[src/rtl/zs_pkg.sv]
package zs_pkg;

    localparam int ZONE_W   = 3;
    localparam int ZONE_TOP = 4;

    typedef logic [ZONE_W-1:0] zone_t;

    typedef enum logic [1:0] {
        REQ_LOW  = 2'b00,
        REQ_MID  = 2'b01,
        REQ_HIGH = 2'b10
    } req_t;

    // Both encodings with the upper bit set mean "all phases".
    function automatic req_t decode_req(input logic [1:0] raw);
        if (raw[1])
            return REQ_HIGH;
        else if (raw[0])
            return REQ_MID;
        else
            return REQ_LOW;
    endfunction

    function automatic zone_t clamp_zone(input zone_t z);
        return (z > zone_t'(ZONE_TOP)) ? zone_t'(ZONE_TOP) : z;
    endfunction

endpackage

[src/rtl/zs_sample_timer.sv]
module zs_sample_timer #(
    parameter int SAMPLE_CYCLES = 2000000
) (
    input  logic clk,
    input  logic rst_n,
    input  logic run,
    output logic tick
);
    localparam int CW = (SAMPLE_CYCLES > 1) ? $clog2(SAMPLE_CYCLES) : 1;
    localparam logic [CW-1:0] LAST = CW'(SAMPLE_CYCLES - 1);

    logic [CW-1:0] cnt_d, cnt_q;

    always_comb begin
        tick  = run && (cnt_q == LAST);
        cnt_d = cnt_q;
        if (!run)
            cnt_d = '0;
        else if (cnt_q == LAST)
            cnt_d = '0;
        else
            cnt_d = cnt_q + 1'b1;
    end

    always_ff @(posedge clk or negedge rst_n) begin
        if (!rst_n)
            cnt_q <= '0;
        else
            cnt_q <= cnt_d;
    end

endmodule

[src/rtl/zs_load_zone.sv]
module zs_load_zone
    import zs_pkg::*;
#(
    parameter int CUR_W = 8,
    parameter int N_TH  = 4
) (
    input  logic [CUR_W-1:0]            sample,
    input  logic [N_TH-1:0][CUR_W-1:0]  th,
    output zone_t                       zone_out
);
    logic [N_TH-1:0] above;

    // A threshold of all ones is switched off and never counts as exceeded.
    for (genvar i = 0; i < N_TH; i++) begin : g_cmp
        assign above[i] = (th[i] != {CUR_W{1'b1}}) && (sample > th[i]);
    end

    // Highest threshold wins: exceeding threshold k (0-based) gives zone N_TH-1-k.
    always_comb begin
        zone_out = zone_t'(N_TH);
        for (int k = 0; k < N_TH; k++) begin
            if (above[k])
                zone_out = zone_t'(N_TH - 1 - k);
        end
    end

endmodule

[src/rtl/zs_zone_mask.sv]
module zs_zone_mask
    import zs_pkg::*;
#(
    parameter int NUM_PH = 8,
    parameter int PC_W   = $clog2(NUM_PH + 1)
) (
    input  zone_t              zone_req,
    input  logic [PC_W-1:0]    phase_cnt,
    output zone_t              zone_out,
    output logic [NUM_PH-1:0]  mask_out
);
    logic [PC_W-1:0]   n_cl;
    int                n_i;
    logic [NUM_PH-1:0] det_mask;
    logic [NUM_PH-1:0] pat_half;
    logic [NUM_PH-1:0] pat_quarter;
    logic [NUM_PH-1:0] pat_single;
    logic              ok_z1, ok_z2, ok_z3;

    always_comb begin
        if (phase_cnt == '0)
            n_cl = PC_W'(1);
        else if (32'(phase_cnt) > NUM_PH)
            n_cl = PC_W'(NUM_PH);
        else
            n_cl = phase_cnt;
        n_i = 32'(n_cl);
    end

    for (genvar i = 0; i < NUM_PH; i++) begin : g_pat
        assign det_mask[i]    = (i < n_i);
        assign pat_half[i]    = ((i % 2) == 0);
        assign pat_quarter[i] = ((i % 4) == 0);
        assign pat_single[i]  = (i == 0);
    end

    // Zone support by phase count.
    always_comb begin
        ok_z1 = ((n_i % 4) == 0) && (n_i > 4);
        ok_z2 = ((n_i % 2) == 0) && (n_i >= 4);
        ok_z3 = (n_i >= 3);
        zone_out = zone_req;
        case (zone_req)
            zone_t'(1): if (!ok_z1) zone_out = '0;
            zone_t'(2): if (!ok_z2) zone_out = '0;
            zone_t'(3): if (!ok_z3) zone_out = '0;
            default:    zone_out = zone_req;
        endcase
    end

    always_comb begin
        case (zone_out)
            zone_t'(0): mask_out = det_mask;
            zone_t'(1): mask_out = det_mask & pat_half;
            zone_t'(2): mask_out = det_mask & pat_quarter;
            default:    mask_out = det_mask & pat_single;
        endcase
    end

endmodule

[src/rtl/zone_shed_ctrl.sv]
module zone_shed_ctrl
    import zs_pkg::*;
#(
    parameter int NUM_PH        = 8,
    parameter int CUR_W         = 8,
    parameter int SAMPLE_CYCLES = 2000000,
    parameter int PC_W          = $clog2(NUM_PH + 1)
) (
    input  logic               clk,
    input  logic               rst_n,
    input  logic               en,
    input  logic               reg_ok,
    input  logic [1:0]         mode_req,
    input  logic [PC_W-1:0]    phase_cnt,
    input  logic [CUR_W-1:0]   load_sample,
    input  logic [CUR_W-1:0]   shed_th1,
    input  logic [CUR_W-1:0]   shed_th2,
    input  logic [CUR_W-1:0]   shed_th3,
    input  logic [CUR_W-1:0]   shed_th4,
    input  logic [ZONE_W-1:0]  boot_zone,
    input  logic [ZONE_W-1:0]  norm_zone,
    output logic [ZONE_W-1:0]  zone,
    output logic               dcm_mode,
    output logic [NUM_PH-1:0]  phase_en
);
    typedef struct packed {
        logic              en;
        logic              reg_done;
        logic [1:0]        cap_req;
        logic              armed;
        zone_t             zone;
        logic              dcm;
        logic [NUM_PH-1:0] mask;
    } st_t;

    st_t st_d, st_q;

    logic              tick;
    logic              start;
    req_t              live_req;
    req_t              eff_req;
    zone_t             load_zone;
    zone_t             tgt_zone;
    zone_t             map_zone;
    logic [NUM_PH-1:0] map_mask;

    zs_sample_timer #(
        .SAMPLE_CYCLES(SAMPLE_CYCLES)
    ) u_timer (
        .clk   (clk),
        .rst_n (rst_n),
        .run   (en),
        .tick  (tick)
    );

    zs_load_zone #(
        .CUR_W(CUR_W),
        .N_TH (4)
    ) u_cmp (
        .sample   (load_sample),
        .th       ({shed_th4, shed_th3, shed_th2, shed_th1}),
        .zone_out (load_zone)
    );

    zs_zone_mask #(
        .NUM_PH(NUM_PH),
        .PC_W  (PC_W)
    ) u_map (
        .zone_req  (tgt_zone),
        .phase_cnt (phase_cnt),
        .zone_out  (map_zone),
        .mask_out  (map_mask)
    );

    always_comb begin
        start    = en && !st_q.en;
        live_req = decode_req(mode_req);
        // Request is frozen from enable until regulation is first reached.
        eff_req  = (start || st_q.reg_done) ? live_req : decode_req(st_q.cap_req);

        case (eff_req)
            REQ_HIGH: tgt_zone = '0;
            REQ_MID:  tgt_zone = st_q.reg_done ? load_zone : zone_t'(0);
            default:  tgt_zone = st_q.armed ? clamp_zone(norm_zone)
                                            : clamp_zone(boot_zone);
        endcase

        st_d    = st_q;
        st_d.en = en;
        if (!en) begin
            st_d = '0;
        end else begin
            if (start)
                st_d.cap_req = mode_req;
            st_d.reg_done = st_q.reg_done || reg_ok;
            st_d.armed    = st_q.armed || (eff_req != REQ_LOW);
            if (start || tick) begin
                st_d.zone = map_zone;
                st_d.dcm  = (map_zone == zone_t'(ZONE_TOP));
                st_d.mask = map_mask;
            end
        end
    end

    always_ff @(posedge clk or negedge rst_n) begin
        if (!rst_n)
            st_q <= '0;
        else
            st_q <= st_d;
    end

    assign zone     = st_q.zone;
    assign dcm_mode = st_q.dcm;
    assign phase_en = st_q.mask;

endmodule

[config.mk]
export PLATFORM = sky130hd
export DESIGN_NAME = zone_shed_ctrl
export DESIGN_NICKNAME = d
export VERILOG_FILES = /design/src/rtl/zs_pkg.sv /design/src/rtl/zs_sample_timer.sv /design/src/rtl/zs_load_zone.sv /design/src/rtl/zs_zone_mask.sv /design/src/rtl/zone_shed_ctrl.sv
export SDC_FILE = /design/constraint.sdc
export NUM_CORES = 1
export LEC_CHECK = 0
export BUFFER_PORTS_ARGS = -buffer_cell sky130_fd_sc_hd__buf_4
export CAP_MARGIN = 20
export CELL_PAD_IN_SITES_DETAIL_PLACEMENT = 0
export CELL_PAD_IN_SITES_GLOBAL_PLACEMENT = 1
export CORE_UTILIZATION = 37
export CTS_CLUSTER_SIZE = 16
export DETAILED_ROUTE_END_ITERATION = 7
export GPL_ROUTABILITY_DRIVEN = 0
export GPL_TIMING_DRIVEN = 1
export HOLD_SLACK_MARGIN = 0.12
export PLACE_DENSITY_LB_ADDON = 0.1
export SETUP_SLACK_MARGIN = 0.15
export SYNTH_ARGS = -nofsm -noshare
export SYNTH_HDL_FRONTEND = slang
export SYNTH_SLANG_ARGS = --single-unit
export TNS_END_PERCENT = 1
[constraint.sdc]
create_clock -name clk -period 2.05 [get_ports clk]
set_input_delay 0.205 -clock clk [delete_from_list [all_inputs] [get_ports clk]]
set_output_delay 0.205 -clock clk [all_outputs]
set_load 0.1 [all_outputs]
==> metrics list, run 1 <==
- The run finished, with violations left.
- Violated checks: negative setup slack
* Worst IR drop on VDD: ~0.3 mV
- Across all layers, the routed design uses around 2600 vias.
- Die span in y: 91.1 um
- For the worst setup path, the data arrival time is around 2400 ps.
- Hold timing on the final database bottoms out at a slack of about 140 ps.
* Tightest Hold Check Type: primary input to flop
* Horizontal die dimension: 91.1 um
- Static timing analysis puts the maximum clock frequency at between 400 and 500 MHz.
- TritonCTS built the clock tree.
- Critical path startpoint category: flop
- Post-route cell area: 3860 um2
- Commonest cells after routing, fill and taps aside: 89 x sky130_fd_sc_hd__buf_4, 45 x sky130_fd_sc_hd__nor2_1, 38 x sky130_fd_sc_hd__dfrtp_1
- Sum of overflow across all layers after global routing: 0
- After clock tree synthesis, the clock-pin slew on the worst setup and hold paths is roughly 80 ps.
- 1st-pass router iterations: 4
* CP endpoint kind: flop
- Synth Warn #: 0
- Summing the areas of all compound-gate instances in the mapped netlist gives 16.6% of the synthesized area.
* Actual transition at the worst max-transition pin: roughly 500 ps
- Crit path kind: flop to flop
- Post-Syn Nets: approximately 430
* Critical Path Fanout Max: 7
- Yosys mapped a number of flops with a built-in enable equal to 0.
- Once placement completed, the tool counted placed cells totaling between 500 and 600.
- After synthesis, the largest family of logic cells by area is simple AND/OR/NAND/NOR gates.
* Clock Path Buffers: 2
- The floorplan step defined a die boundary enclosing between 8000 and 9000 um2.
* Final critical-path required period: roughly 2200 ps
- Largest net degree at the start of global routing: 39
* Number of pins with negative max-slew slack in the final report: 0
- GRT Util Overall: between 15 and 20%
- After synthesis, the netlist uses between 50 and 60 different library cells.
- Layout-stage area growth over the synthesis result: 31.3%
* Per-cell routed wire length: around 14 um
- Area after detailed placement: about 3600 um2
- After technology mapping, the gate count stands at approximately 340.
- The H-tree generated during clock tree synthesis spans 2 levels.
- Placement row count: 32
- In this run the cell area of the synthesized design comes to 2940 um2.
- Simple-gate area share of the yosys netlist: 20.4%
* Vias/cell: 5.05
* Number of synthesized register bits: 38
- Leaving out fill and tap cells, the most frequent cell in the layout is sky130_fd_sc_hd__buf_4.
* Post-synthesis share of cell area spent on full adders, half adders and majority gates: between 10% and 20%
- Clk_skew: 8.15 ps
* Post-Syn Area per Cell: 8.78 um2
* Req. time, crit path: 2230 ps
- Setup repair after global routing could not meet its margin everywhere.
- Number of clock buffers inserted by TritonCTS: 5
- Diodes inserted: 0
- For this design the top-level I/O count stands at 68.
* Insertion delay of the later-clocked pin in the worst-skew pair: around 290 ps
- Share of flip-flops with an asynchronous set or reset after synthesis: 100%
- Ys flop type: sky130_fd_sc_hd__dfrtp_1
- Clock sink total: 38
* Endpoints failing setup: 11
- The via count of the first global-routing pass came to approximately 2700.
- Number of antenna-violating nets in the routed design: 0
- The final-report hold violation count is 0.
- In the final layout, the share of cells above drive strength 1 is about a third.
- Std-Cell Core Area: ~7700 um2
* Non-filler cells in the finished layout: 520
- The worst pin sits at a relative slew slack of between 60% and 70%.
- Antenna violations before repair: 0
* PnR worst setup slack: -193 ps
- The final layout contains routed wiring with a total length of ~7100 um.
* Number of nets in the finished design: approximately 510
* Post-detail-place hpwl: between 5000 and 6000 um
* Detailed router's first-iteration violation count: between 80 and 90
- In the synthesized netlist, mux cells make up about 1.9% of the area.
- The worst path uses 109% of the clock period.
- Power per standard cell area: between 500 and 600 nW/um2
* CTS root buf: sky130_fd_sc_hd__clkbuf_8
- Number of buffers added on ports: 67
* Sequential fraction of the synthesis area: approximately a third
- Starting utilization of the core area: approximately two fifths
- Drc violations: 0
- Pre-CTS WS: -380 ps
* # Max-Cap Violations: 0
* Parity-gate share of the synthesized area counting xor and xnor cells: about 4.8%
- Summed over all cells, the static leakage comes to ~1.9 nW.
- First-pass GRT wire length: around 12000 um
==> power breakdown <==
group          switching [mW]  internal (mW)  total, mW
sequential             0.0258          0.785      0.811
combinational           0.461          0.295      0.756
clock                   0.265          0.390      0.655
==> through the flow <==
| step | setup TNS, ps | power, mW | util (%) |
|---|---|---|---|
| 6_report | -1310 | 2.22 | 50.2 |
| 3_3_place_gp | -3020 | 1.55 | 47.4 |
| 3_5_place_dp | -3280 | 1.56 | 47.4 |
| 2_1_floorplan | -513 | 1.32 | - |
| 5_1_grt | -2560 | 2.33 | 50.2 |
| 4_1_cts | -1330 | 2.22 | 49.5 |
==> state kept, by name (all words and copies together) (netlist names) <==
| register | flops |
|---|---|
| phase_en | 8 |
| zone | 3 |
| dcm_mode | 1 |
| st_q | 5 |
| u_timer.cnt_q | 21 |
==> what timing repair did <==
action                                  4_1_cts  5_1_grt
hold buffers                                  1        0
setup buffers                                 0        2
pin swaps                                     9        9
hold endpoints to repair                     38        0
resized for setup                             9        9
endpoints found under the setup margin       17       17
==> kinds of logic after synthesis <==
| kind of cell | after synthesis |
|---|---|
| flip-flops | 38 |
| AND/OR/NAND/NOR | 120 |
| XOR/XNOR | 16 |
| AO/OA/AOI/OAI | 64 |
| multiplexers | 5 |
| buffers and inverters | 57 |
| adder cells (fa/ha/maj) | 35 |
==> synth_stat cells, types with 3 or more instances <==
cell                        n  area share [%]
sky130_fd_sc_hd__mux2i_1    4             1.4
sky130_fd_sc_hd__a32o_1     9             3.1
sky130_fd_sc_hd__nor2b_1    4            0.85
sky130_fd_sc_hd__and3_1     3            0.64
sky130_fd_sc_hd__xnor2_1    5             1.5
sky130_fd_sc_hd__o211ai_1   5             1.3
sky130_fd_sc_hd__inv_1     38             4.9
sky130_fd_sc_hd__nand3_1   11             1.9
sky130_fd_sc_hd__or3_1      4            0.85
sky130_fd_sc_hd__o21ai_2    3            0.89
sky130_fd_sc_hd__a21oi_1   16             2.7
sky130_fd_sc_hd__o21ai_0    7             1.2
sky130_fd_sc_hd__a211oi_1   4             1.0
sky130_fd_sc_hd__ha_1      35              15
sky130_fd_sc_hd__nand2_1   15             1.9
sky130_fd_sc_hd__nor3_1     4            0.68
sky130_fd_sc_hd__dfrtp_1   38              32
sky130_fd_sc_hd__nor2_1    47             6.0
sky130_fd_sc_hd__inv_2      3            0.38
sky130_fd_sc_hd__xor2_1    11             3.3
sky130_fd_sc_hd__buf_4     12             3.1
sky130_fd_sc_hd__nand4_1   18             3.8
==> layout make-up <==
| type | count | area (um2) |
|---|---|---|
| fill | 769 | 3830 |
| multi-input combinational | 240 | 1810 |
| sequential | 38 | 951 |
| timing repair buffer | 92 | 701 |
| inverter | 41 | 154 |
| tap | 102 | 128 |
| clock buffer | 6 | 82.6 |
| clock inverter | 1 | 30.0 |
==> layer usage <==
layer / vias to the layer above / global-route usage, % / wire length, um
met3: 7 / 2.76 / 158
li1: 1336 / - / -
met5: - / 0 / 0
met2: 36 / 32.4 / 3630
met4: 0 / 3.57 / 48
met1: 1245 / 22.9 / 3240
==> path summary, 6_finish.rpt <==
kind                             start          endpoint  slack (ps)  depth (start not counted)
max                           st_q[16]       phase_en[1]        -190                         11
min                             reg_ok          st_q[15]         140                          3
max reg2reg                   st_q[16]       phase_en[1]        -190                         11
min reg2reg                phase_en[0]       phase_en[0]         480                          2
max in group asynchronous        rst_n          dcm_mode        1280                          2
min in group asynchronous        rst_n  u_timer.cnt_q[3]         420                          2
==> worst max-delay path: stages (launching register included) <==
cell                      delay [ps]
sky130_fd_sc_hd__dfrtp_1         370
sky130_fd_sc_hd__inv_2            60
sky130_fd_sc_hd__a21oi_4         150
sky130_fd_sc_hd__mux2i_2         260
sky130_fd_sc_hd__buf_4           140
sky130_fd_sc_hd__ha_2            310
sky130_fd_sc_hd__buf_4           170
sky130_fd_sc_hd__nor2_1          110
sky130_fd_sc_hd__buf_4           150
sky130_fd_sc_hd__nor2_4           50
sky130_fd_sc_hd__o31a_1          120
sky130_fd_sc_hd__a32o_1          250
Note: power is estimated with default switching activity, not from simulation.
==> run 2: changes to the inputs <==
--- a/config.mk
+++ b/config.mk
@@ -10,12 +10,13 @@
 export CELL_PAD_IN_SITES_DETAIL_PLACEMENT = 0
 export CELL_PAD_IN_SITES_GLOBAL_PLACEMENT = 1
 export CORE_UTILIZATION = 37
+export CTS_CLUSTER_DIAMETER = 100
 export CTS_CLUSTER_SIZE = 16
 export DETAILED_ROUTE_END_ITERATION = 7
 export GPL_ROUTABILITY_DRIVEN = 0
 export GPL_TIMING_DRIVEN = 1
 export HOLD_SLACK_MARGIN = 0.12
-export PLACE_DENSITY_LB_ADDON = 0.1
+export PLACE_DENSITY = 0.8
 export SETUP_SLACK_MARGIN = 0.15
 export SYNTH_ARGS = -nofsm -noshare
 export SYNTH_HDL_FRONTEND = slang
==> run 2 against run 1 <==
  * The flow still finishes with violations (negative setup slack)
  * Global-route usage decreased by 0.53 points
  * Non-clock buffer count increased by 3
  * Setup slack improved by 56 ps
  * Critical path depth decreased by 1
  * Hold slack got worse by 1.0 ps
  * Maximum frequency increased by 2.6%
  * Clock skew decreased by 1.5 ps
  * Combinational power increased by 0.5%
  * Final cell count increased by 0.77%
  * Largest cell class unchanged
  * Highest routed layer unchanged
==> metrics list, run 2 (synthesis gave the netlist of run 1 again) <==
- The initial antenna violation count came to 0 (unchanged).
- Setup repair after global routing could not meet its margin everywhere.
- The flip-flop count of the largest register, all copies and words added came to 21 (unchanged).
- The total wirelength of the detailed-routed design was 6830 um (-3.5%).
- The clock net sink count is 38 (unchanged).
- The filler-free cell count of the finished design is 524 (+0.77%).
* Vias/cell: 5.08 (+0.75%)
- Commonest cells after routing, fill and taps aside: 91 x sky130_fd_sc_hd__buf_4, 43 x sky130_fd_sc_hd__nor2_1, 38 x sky130_fd_sc_hd__dfrtp_1
- # Max-Cap Violations: 0 (unchanged)
- Multi-input gate area: 1840 um2 (+1.2%)
- Worst IR drop on VDD: 0.219 mV (-27%)
- The worst-case setup margin in the final layout came to -136 ps (+56.1 ps).
* Sum of overflow across all layers after global routing: 0 (unchanged)
- H-tree levels: 2 (unchanged)
* Endpoints failing setup: 9 (-2)
* Final-layout worst hold slack: 142 ps (-1.03 ps)
* Via count of the first global-routing pass: 2648 (-2.4%)
- The flow ran to the end, but the final reports show violations.
* Tightest Hold Check Type: primary input to flop
* Number of nets in the finished design: 512 (+0.59%)
* Number of antenna-violating nets in the routed design: 0 (unchanged)
- Critical path startpoint category: flop
* Overall via count from detail_route: 2664 (+1.5%)
* Std-Cell Core Area: 7690 um2 (unchanged)
* DIE AREA: 8310 um2 (unchanged)
* Number of buffers added on ports: 67 (unchanged)
* Die span in y: 91.1 um (unchanged)
* Drc violations: 0 (unchanged)
- Relative to the synthesized area, the layout overhead comes to 32.5%.
* Number of clock buffers inserted by TritonCTS: 5 (unchanged)
- Req. time, crit path: 2230 ps (about the same)
- The final critical delay including setup and external delays came to 2190 ps (-56.1 ps).
- The worst-path maximum fanout was 6 (-1).
- 1st-pass router iterations: 4 (unchanged)
- The pin slew with the least headroom to its limit came to 466 ps (-35.8 ps).
- GRT Util Overall: 17.5% (-0.53 points)
- Crit path kind: flop to flop
* Number of pins with negative max-slew slack in the final report: 0 (unchanged)
* Fin util: 50.7% (+0.47 points)
- The number of placement rows came to 32 (unchanged).
- Number of hold violations in the final report: 0 (unchanged)
- The clock latency on the worst-skew pair was 290 ps (about the same).
* Violated checks: negative setup slack
- First-pass GRT wire length: 11800 um (-2.6%)
* Worst path arrival time: 2360 ps (-60 ps)
- The post-placement setup slack was -321 ps (+58.7 ps).
* Detailed router's first-iteration violation count: 76 (-14%)
* CTS clk-pin slew, worst paths: 70 ps (about the same)
- The worst setup path is captured at a flop.
- Post-detail-place hpwl: 5540 um (-0.70%)
- Clock Path Buffers: 2 (unchanged)
- Largest net degree at the start of global routing: 39 (unchanged)
- The worst clock skew on the final layout came to 6.63 ps (-1.51 ps).
* Max transition margin: 69.0% (+2.4 points)
- The count of placed standard cells including taps is 513 (+0.59%).
- Ports placed on the boundary: 68 (unchanged)
- Commonest non-fill, non-tap cell in the layout: sky130_fd_sc_hd__buf_4
* Horizontal die dimension: 91.1 um (unchanged)
* CTS root buf: sky130_fd_sc_hd__clkbuf_8
* TritonCTS clock tree: yes
* Max Freq: 457 MHz (+2.6%)
* Leakage Power: 1.89 nW (+0.80%)
* Diodes inserted: 0 (unchanged)
* Share of post-route cells with drive strength above 1: 34.6% (+1.6 points)
- Most flops, register: u_timer.cnt_q
- The average detailed-routed wire length per instance is 13.0 um (-4.2%).
- Reg area: 951 um2 (unchanged)
- The final worst-path cycle share was 107% (-2.7 points).
- The power density over the cells was 538 nW/um2 (-6.5%).
- The final-layout fill cell count was 728 (-5.3%).
- Starting utilization of the core area: 38.2% (unchanged)
[run 2: changes by cell type in the layout (fill, tap and decap cells not counted), moves of 2 or more]
| cell | change |
|---|---|
| sky130_fd_sc_hd__buf_4 | +2 |
| sky130_fd_sc_hd__nor2_1 | -2 |
| sky130_fd_sc_hd__or3_1 | -2 |
| sky130_fd_sc_hd__or3_4 | +2 |
[run 2: final cells by class]
cell class / count / area share, %
Multi-Input combinational cell: 240 / 47.1
Clock buffer: 7 / 2.22
Inverter: 41 / 3.95
Timing Repair Buffer: 95 / 18.9
Clock inverter: 1 / 0.128
Tap cell: 102 / 3.28
Sequential cell: 38 / 24.4
[run 2: path summary, 6_finish.rpt]
check                      startpoint           endpoint  slack (ps)  cells after the start
setup reg to reg             st_q[16]        phase_en[6]        -140                     10
setup / recovery             st_q[16]        phase_en[6]        -140                     10
max in group asynchronous       rst_n           st_q[13]        1320                      2
min in group asynchronous       rst_n  u_timer.cnt_q[18]         410                      2
hold / removal                 reg_ok           st_q[15]         140                      3
hold reg to reg              dcm_mode           dcm_mode         480                      1
[run 2: worst max-delay path: stages, from the launching register on]
cell                        delay (ps)
sky130_fd_sc_hd__dfrtp_1           370
sky130_fd_sc_hd__inv_2              60
sky130_fd_sc_hd__a21oi_4           160
sky130_fd_sc_hd__mux2i_2           270
sky130_fd_sc_hd__ha_2              200
sky130_fd_sc_hd__nand2_1            80
sky130_fd_sc_hd__a21oi_4           140
sky130_fd_sc_hd__nand2_1           100
sky130_fd_sc_hd__mux2_4            320
sky130_fd_sc_hd__o2bb2ai_4         150
sky130_fd_sc_hd__a32o_1            230
[run 2: power breakdown]
group / leakage [nW] / switching (mW) / total, mW / internal [mW]
registers: 0.512 / 0.0261 / 0.812 / 0.786
clock network: 0.0482 / 0.255 / 0.526 / 0.271
logic: 1.33 / 0.460 / 0.760 / 0.300
[run 2: routing by layer]
metal	track usage (%)	vias to the layer above	wire length, um
met1	22.5	1221	3220
li1	-	1349	-
met2	30.2	85	3170
met5	0	-	0
met4	5.16	0	85
met3	3.02	9	345
[run 2: metrics by stage]
stage          instance area (um2)  total power, mW  TNS [ps]
6_report                      3900             2.10     -1070
5_1_grt                       3900             2.22     -2300
4_1_cts                       3800             2.11     -1150
3_5_place_dp                  3680             1.57     -2730
3_3_place_gp                  3680             1.55     -2310
2_1_floorplan                 2970             1.32      -513
[run 2: what timing repair did]
item	in CTS	in global routing
setup buffers	0	2
endpoints found under the setup margin	11	18
endpoints found under the hold margin	38	0
hold buffers	1	0
gates cloned	0	0
pin swaps	1	6
resized for setup	4	19
==> run 3: changes to the inputs <==
--- a/config.mk
+++ b/config.mk
@@ -5,18 +5,20 @@
 export SDC_FILE = /design/constraint.sdc
 export NUM_CORES = 1
 export LEC_CHECK = 0
+export ABC_AREA = 1
 export BUFFER_PORTS_ARGS = -buffer_cell sky130_fd_sc_hd__buf_4
 export CAP_MARGIN = 20
 export CELL_PAD_IN_SITES_DETAIL_PLACEMENT = 0
 export CELL_PAD_IN_SITES_GLOBAL_PLACEMENT = 1
-export CORE_UTILIZATION = 37
+export CORE_MARGIN = 4
+export CORE_UTILIZATION = 36
 export CTS_CLUSTER_DIAMETER = 100
 export CTS_CLUSTER_SIZE = 16
 export DETAILED_ROUTE_END_ITERATION = 7
 export GPL_ROUTABILITY_DRIVEN = 0
 export GPL_TIMING_DRIVEN = 1
 export HOLD_SLACK_MARGIN = 0.12
-export PLACE_DENSITY = 0.8
+export PLACE_DENSITY = 0.81
 export SETUP_SLACK_MARGIN = 0.15
 export SYNTH_ARGS = -nofsm -noshare
 export SYNTH_HDL_FRONTEND = slang
==> run 3 against run 2 <==
  * The flow now finishes without violations
  * Critical path depth is 5 higher
  * Critical endpoint is now phase_en[7]
  * Hold slack worse by 0.88 ps
  * Flip-flop and latch count is the same
  * Combinational power increased by 5.5%
  * Global-route usage fell by 3.7 points
  * Sequential share of layout area is 0.49 points lower
  * First-iteration DRC count shrank 24%
  * Final cell count rose by 14%
  * Area after synthesis is 4.7% higher
  * Utilization decreased by 2.5 points
==> metrics list, run 3 <==
- Result of the run: finished clean
- CTS clk-pin slew, worst paths: 70 ps (about the same)
- The post-place instance area is 3660 um2 (-0.51%).
* DIE AREA: 10100 um2 (+22%)
* Tightest Hold Check Type: primary input to flop
* Number of pins with negative max-slew slack in the final report: 0 (unchanged)
* Start point of the critical path: st_q[15]
- The worst setup path is launched from a flop.
- The worst setup path is of the flop to flop kind.
- The core footprint is 8260 um2 (+7.4%).
* Reg area: 951 um2 (unchanged)
* Yosys top cell area share: 30.9% (-1.5 points)
- Drc violations: 0 (unchanged)
- Number of synthesized flops with an enable pin: 0 (unchanged)
- Instance count of the mapped netlist: 423 (+26%)
- Vias/cell: 4.63 (-9.0%)
- CTS placed an instance of sky130_fd_sc_hd__clkbuf_8 at the clock tree root.
- The final setup violation count came to 0 (-9).
- The most common cell in the synthesized netlist is sky130_fd_sc_hd__nand2_1.
* Largest cells by area after synthesis: sky130_fd_sc_hd__dfrtp_1 31%, sky130_fd_sc_hd__ha_1 14%, sky130_fd_sc_hd__nand2_1 13%
- The cell count of the worst hold path is 3 (unchanged).
* Count of cell types in the netlist: 40 (-26%)
- Post-detail-place hpwl: 5670 um (+2.2%)
- Post-Syn Nets: 514 (+21%)
* Worst Hold Endpoint: st_q[15]
- Startpoint of the most critical hold path: reg_ok
- The worst-path maximum fanout was 4 (-2).
* Horizontal die dimension: 100 um (+10%)
* Most flops, register: u_timer.cnt_q
- Worst path arrival time: 2230 ps (-130 ps)
- TritonCTS built the clock tree.
* Simple-gate area share of the yosys netlist: 31.0% (+11 points)
- In the synthesized netlist the dominant register cell turns out to be sky130_fd_sc_hd__dfrtp_1.
* Antenna violations before repair: 0 (unchanged)
- Number of buffers added on ports: 67 (unchanged)
- Clk_skew: 4.13 ps (-2.51 ps)
- The worst hold slack is 142 ps (-0.880 ps).
* Count of fill cells added during filler insertion: 829 (+14%)
- Via count of the first global-routing pass: 2591 (-2.2%)
* Multiplexer area fraction after synthesis: 0% (-1.9 points)
- The total track usage was 13.9% (-3.7 points).
* Max transition margin: 67.3% (-1.7 points)
- The count of nets left with antenna violations after detail routing was 0 (unchanged).
- The initial cell density of the core was 37.3% (-0.96 points).
* Per-cell routed wire length: 11.7 um (-9.9%)
- The overall power of the completed layout came to 2.16 mW (+2.8%).
- The library cell used most frequently in the layout, excluding fill and tap cells, is sky130_fd_sc_hd__nand2_1.
- Multi-input gate area: 1920 um2 (+4.4%)
- The clock latency on the worst-skew pair is 290 ps (about the same).
* Share of post-route cells with drive strength above 1: 29.7% (-4.9 points)
* Number of hold violations in the final report: 0 (unchanged)
- The via count of the routed design is 2763 (+3.7%).
- The compound-gate portion of the synthesized area is 10.1% (-6.6 points).
* Largest net degree at the start of global routing: 39 (unchanged)
- Pre-CTS WS: -26.9 ps (+294 ps)
* Number of synthesized register bits: 38 (unchanged)
- # Max-Cap Violations: 0 (unchanged)
* Actual transition at the worst max-transition pin: 490 ps (+24.8 ps)
- Main combinational cell family by area after synthesis: simple AND/OR/NAND/NOR gates
* Layout-stage area growth over the synthesis result: 29.1%
- Fin util: 48.2% (-2.5 points)
- Parity-gate share of the synthesized area counting xor and xnor cells: 0.853% (-3.9 points)
- The net total in the final layout came to 582 (+14%).
* Sum of overflow across all layers after global routing: 0 (unchanged)
- The endpoint identified for the worst register-to-register timing path is phase_en[7].
- The final critical delay including setup and external delays is 2000 ps (-190 ps).
* Max Freq: 501 MHz (+9.5%)
- The maximum level of the CTS H-tree came to 2 (unchanged).
* RSZ-0062 raised after global routing: true
- Placement row count: 33 (+3.1%)
- Post-placement cell count: 585 (+14%)
- Diodes inserted: 0 (unchanged)
- The final design instance area without fill is 3980 um2 (+2.1%).
- Req. time, crit path: 2290 ps (+60 ps)
- The highest ir drop seen on vdd is 0.245 mV (+12%).
- R2R cell count: 15 (+5)
- The flip-flop count of the largest register, all copies and words added was 21 (unchanged).
- Worst reg2reg setup slack: 50 ps (+190 ps)
* Post-Syn Area per Cell: 7.28 um2 (-17%)
* CP endpoint kind: flop
- Clock sink total: 38 (unchanged)
* Leakage Power: 2.07 nW (+9.7%)
* Commonest cells after routing, fill and taps aside: 99 x sky130_fd_sc_hd__nand2_1, 71 x sky130_fd_sc_hd__buf_4, 70 x sky130_fd_sc_hd__inv_1
- PnR worst setup slack: 54.0 ps (+190 ps)
- Most area-hungry cell type in the Yosys netlist: sky130_fd_sc_hd__dfrtp_1
- Ports placed on the boundary: 68 (unchanged)
* Ranking of synthesized cells by instance count: 110 x sky130_fd_sc_hd__nand2_1, 77 x sky130_fd_sc_hd__inv_1, 38 x sky130_fd_sc_hd__dfrtp_1, 35 x sky130_fd_sc_hd__ha_1, 27 x sky130_fd_sc_hd__nor2_1
* Detailed router's first-iteration violation count: 58 (-24%)
* Clock Path Buffers: 2 (unchanged)
* Period Utilization, post-route: 97.4% (-9.3 points)
- Number of clock buffers inserted by TritonCTS: 5 (unchanged)
* Setup TNS Final: 0 ps (+1070 ps)
* Sequential fraction of the synthesis area: 30.9% (-1.5 points)
- First-pass GRT wire length: 11400 um (-3.4%)
- 1st-pass router iterations: 4 (unchanged)
- Die span in y: 100 um (+10%)
- Power per standard cell area: 542 nW/um2 (+0.71%)
* Final wirelength: 7010 um (+2.6%)
- Post-synthesis instance area: 3080 um2 (+4.7%)
- The filler-free cell count of the finished design came to 597 (+14%).
* Post-synthesis share of cell area spent on full adders, half adders and majority gates: 14.2% (-0.67 points)
- Synth Warn #: 0 (unchanged)
- The startpoint identified for the worst register-to-register timing path is st_q[15].
- Share of flip-flops with an asynchronous set or reset after synthesis: 100% (unchanged)
[run 3: repair_timing]
item                                    CTS  global route
gates resized for setup                   3            53
buffers inserted                          3             0
endpoints found under the setup margin   11            21
hold endpoints to repair                 38             0
pin swaps                                 8            26
hold buffers                              1             0
[run 3: routing by layer]
metal	up-vias	share of wire (%)	track usage, %	wire [um]
met5	-	0	0	0
met4	0	1.1	3.94	80
met3	7	5.5	2.98	384
met2	68	47	22.0	3280
met1	1212	47	19.1	3260
li1	1476	-	-	-
[run 3: worst max-delay path, cell delays in order, from the launching register on]
cell                      delay (ps)
sky130_fd_sc_hd__dfrtp_1         400
sky130_fd_sc_hd__inv_1           140
sky130_fd_sc_hd__nand3_4         100
sky130_fd_sc_hd__o22ai_4         170
sky130_fd_sc_hd__inv_2            60
sky130_fd_sc_hd__ha_4            300
sky130_fd_sc_hd__inv_4            50
sky130_fd_sc_hd__nor2_4          100
sky130_fd_sc_hd__nand2_2          70
sky130_fd_sc_hd__nand2_4          70
sky130_fd_sc_hd__nor2_2           40
sky130_fd_sc_hd__nand2_2          60
sky130_fd_sc_hd__nand3_2          90
sky130_fd_sc_hd__nor2_4          150
sky130_fd_sc_hd__nand3_2          70
sky130_fd_sc_hd__nand2_1          70
[run 3: worst max path at each step]
stage                   to  cells past startpoint
6_report       phase_en[7]                     15
3_5_place_dp   phase_en[7]                     16
4_1_cts        phase_en[7]                     17
3_3_place_gp   phase_en[7]                     16
2_1_floorplan  phase_en[1]                     16
5_1_grt        phase_en[7]                     17
[run 3: power breakdown]
part	internal (mW)	switching, mW
sequential	0.789	0.0247
combinational	0.275	0.527
clock	0.271	0.268
[run 3: cell type report]
class | count | area share, %
clock inverter | 1 | 0.126
timing repair buffer | 74 | 14.3
multi-input combinational | 290 | 48.2
clock buffer | 7 | 2.17
tap | 105 | 3.30
sequential | 38 | 23.9
inverter | 82 | 7.96
[run 3: cell families (layout without fill, tap and decap cells)]
| kind of cell | count (synthesis) | in the layout |
|---|---|---|
| AO/OA/AOI/OAI | 52 | 52 |
| XOR/XNOR | 3 | 3 |
| adder cells (fa/ha/maj) | 35 | 35 |
| buffers and inverters | 95 | 164 |
| flip-flops | 38 | 38 |
| AND/OR/NAND/NOR | 200 | 200 |
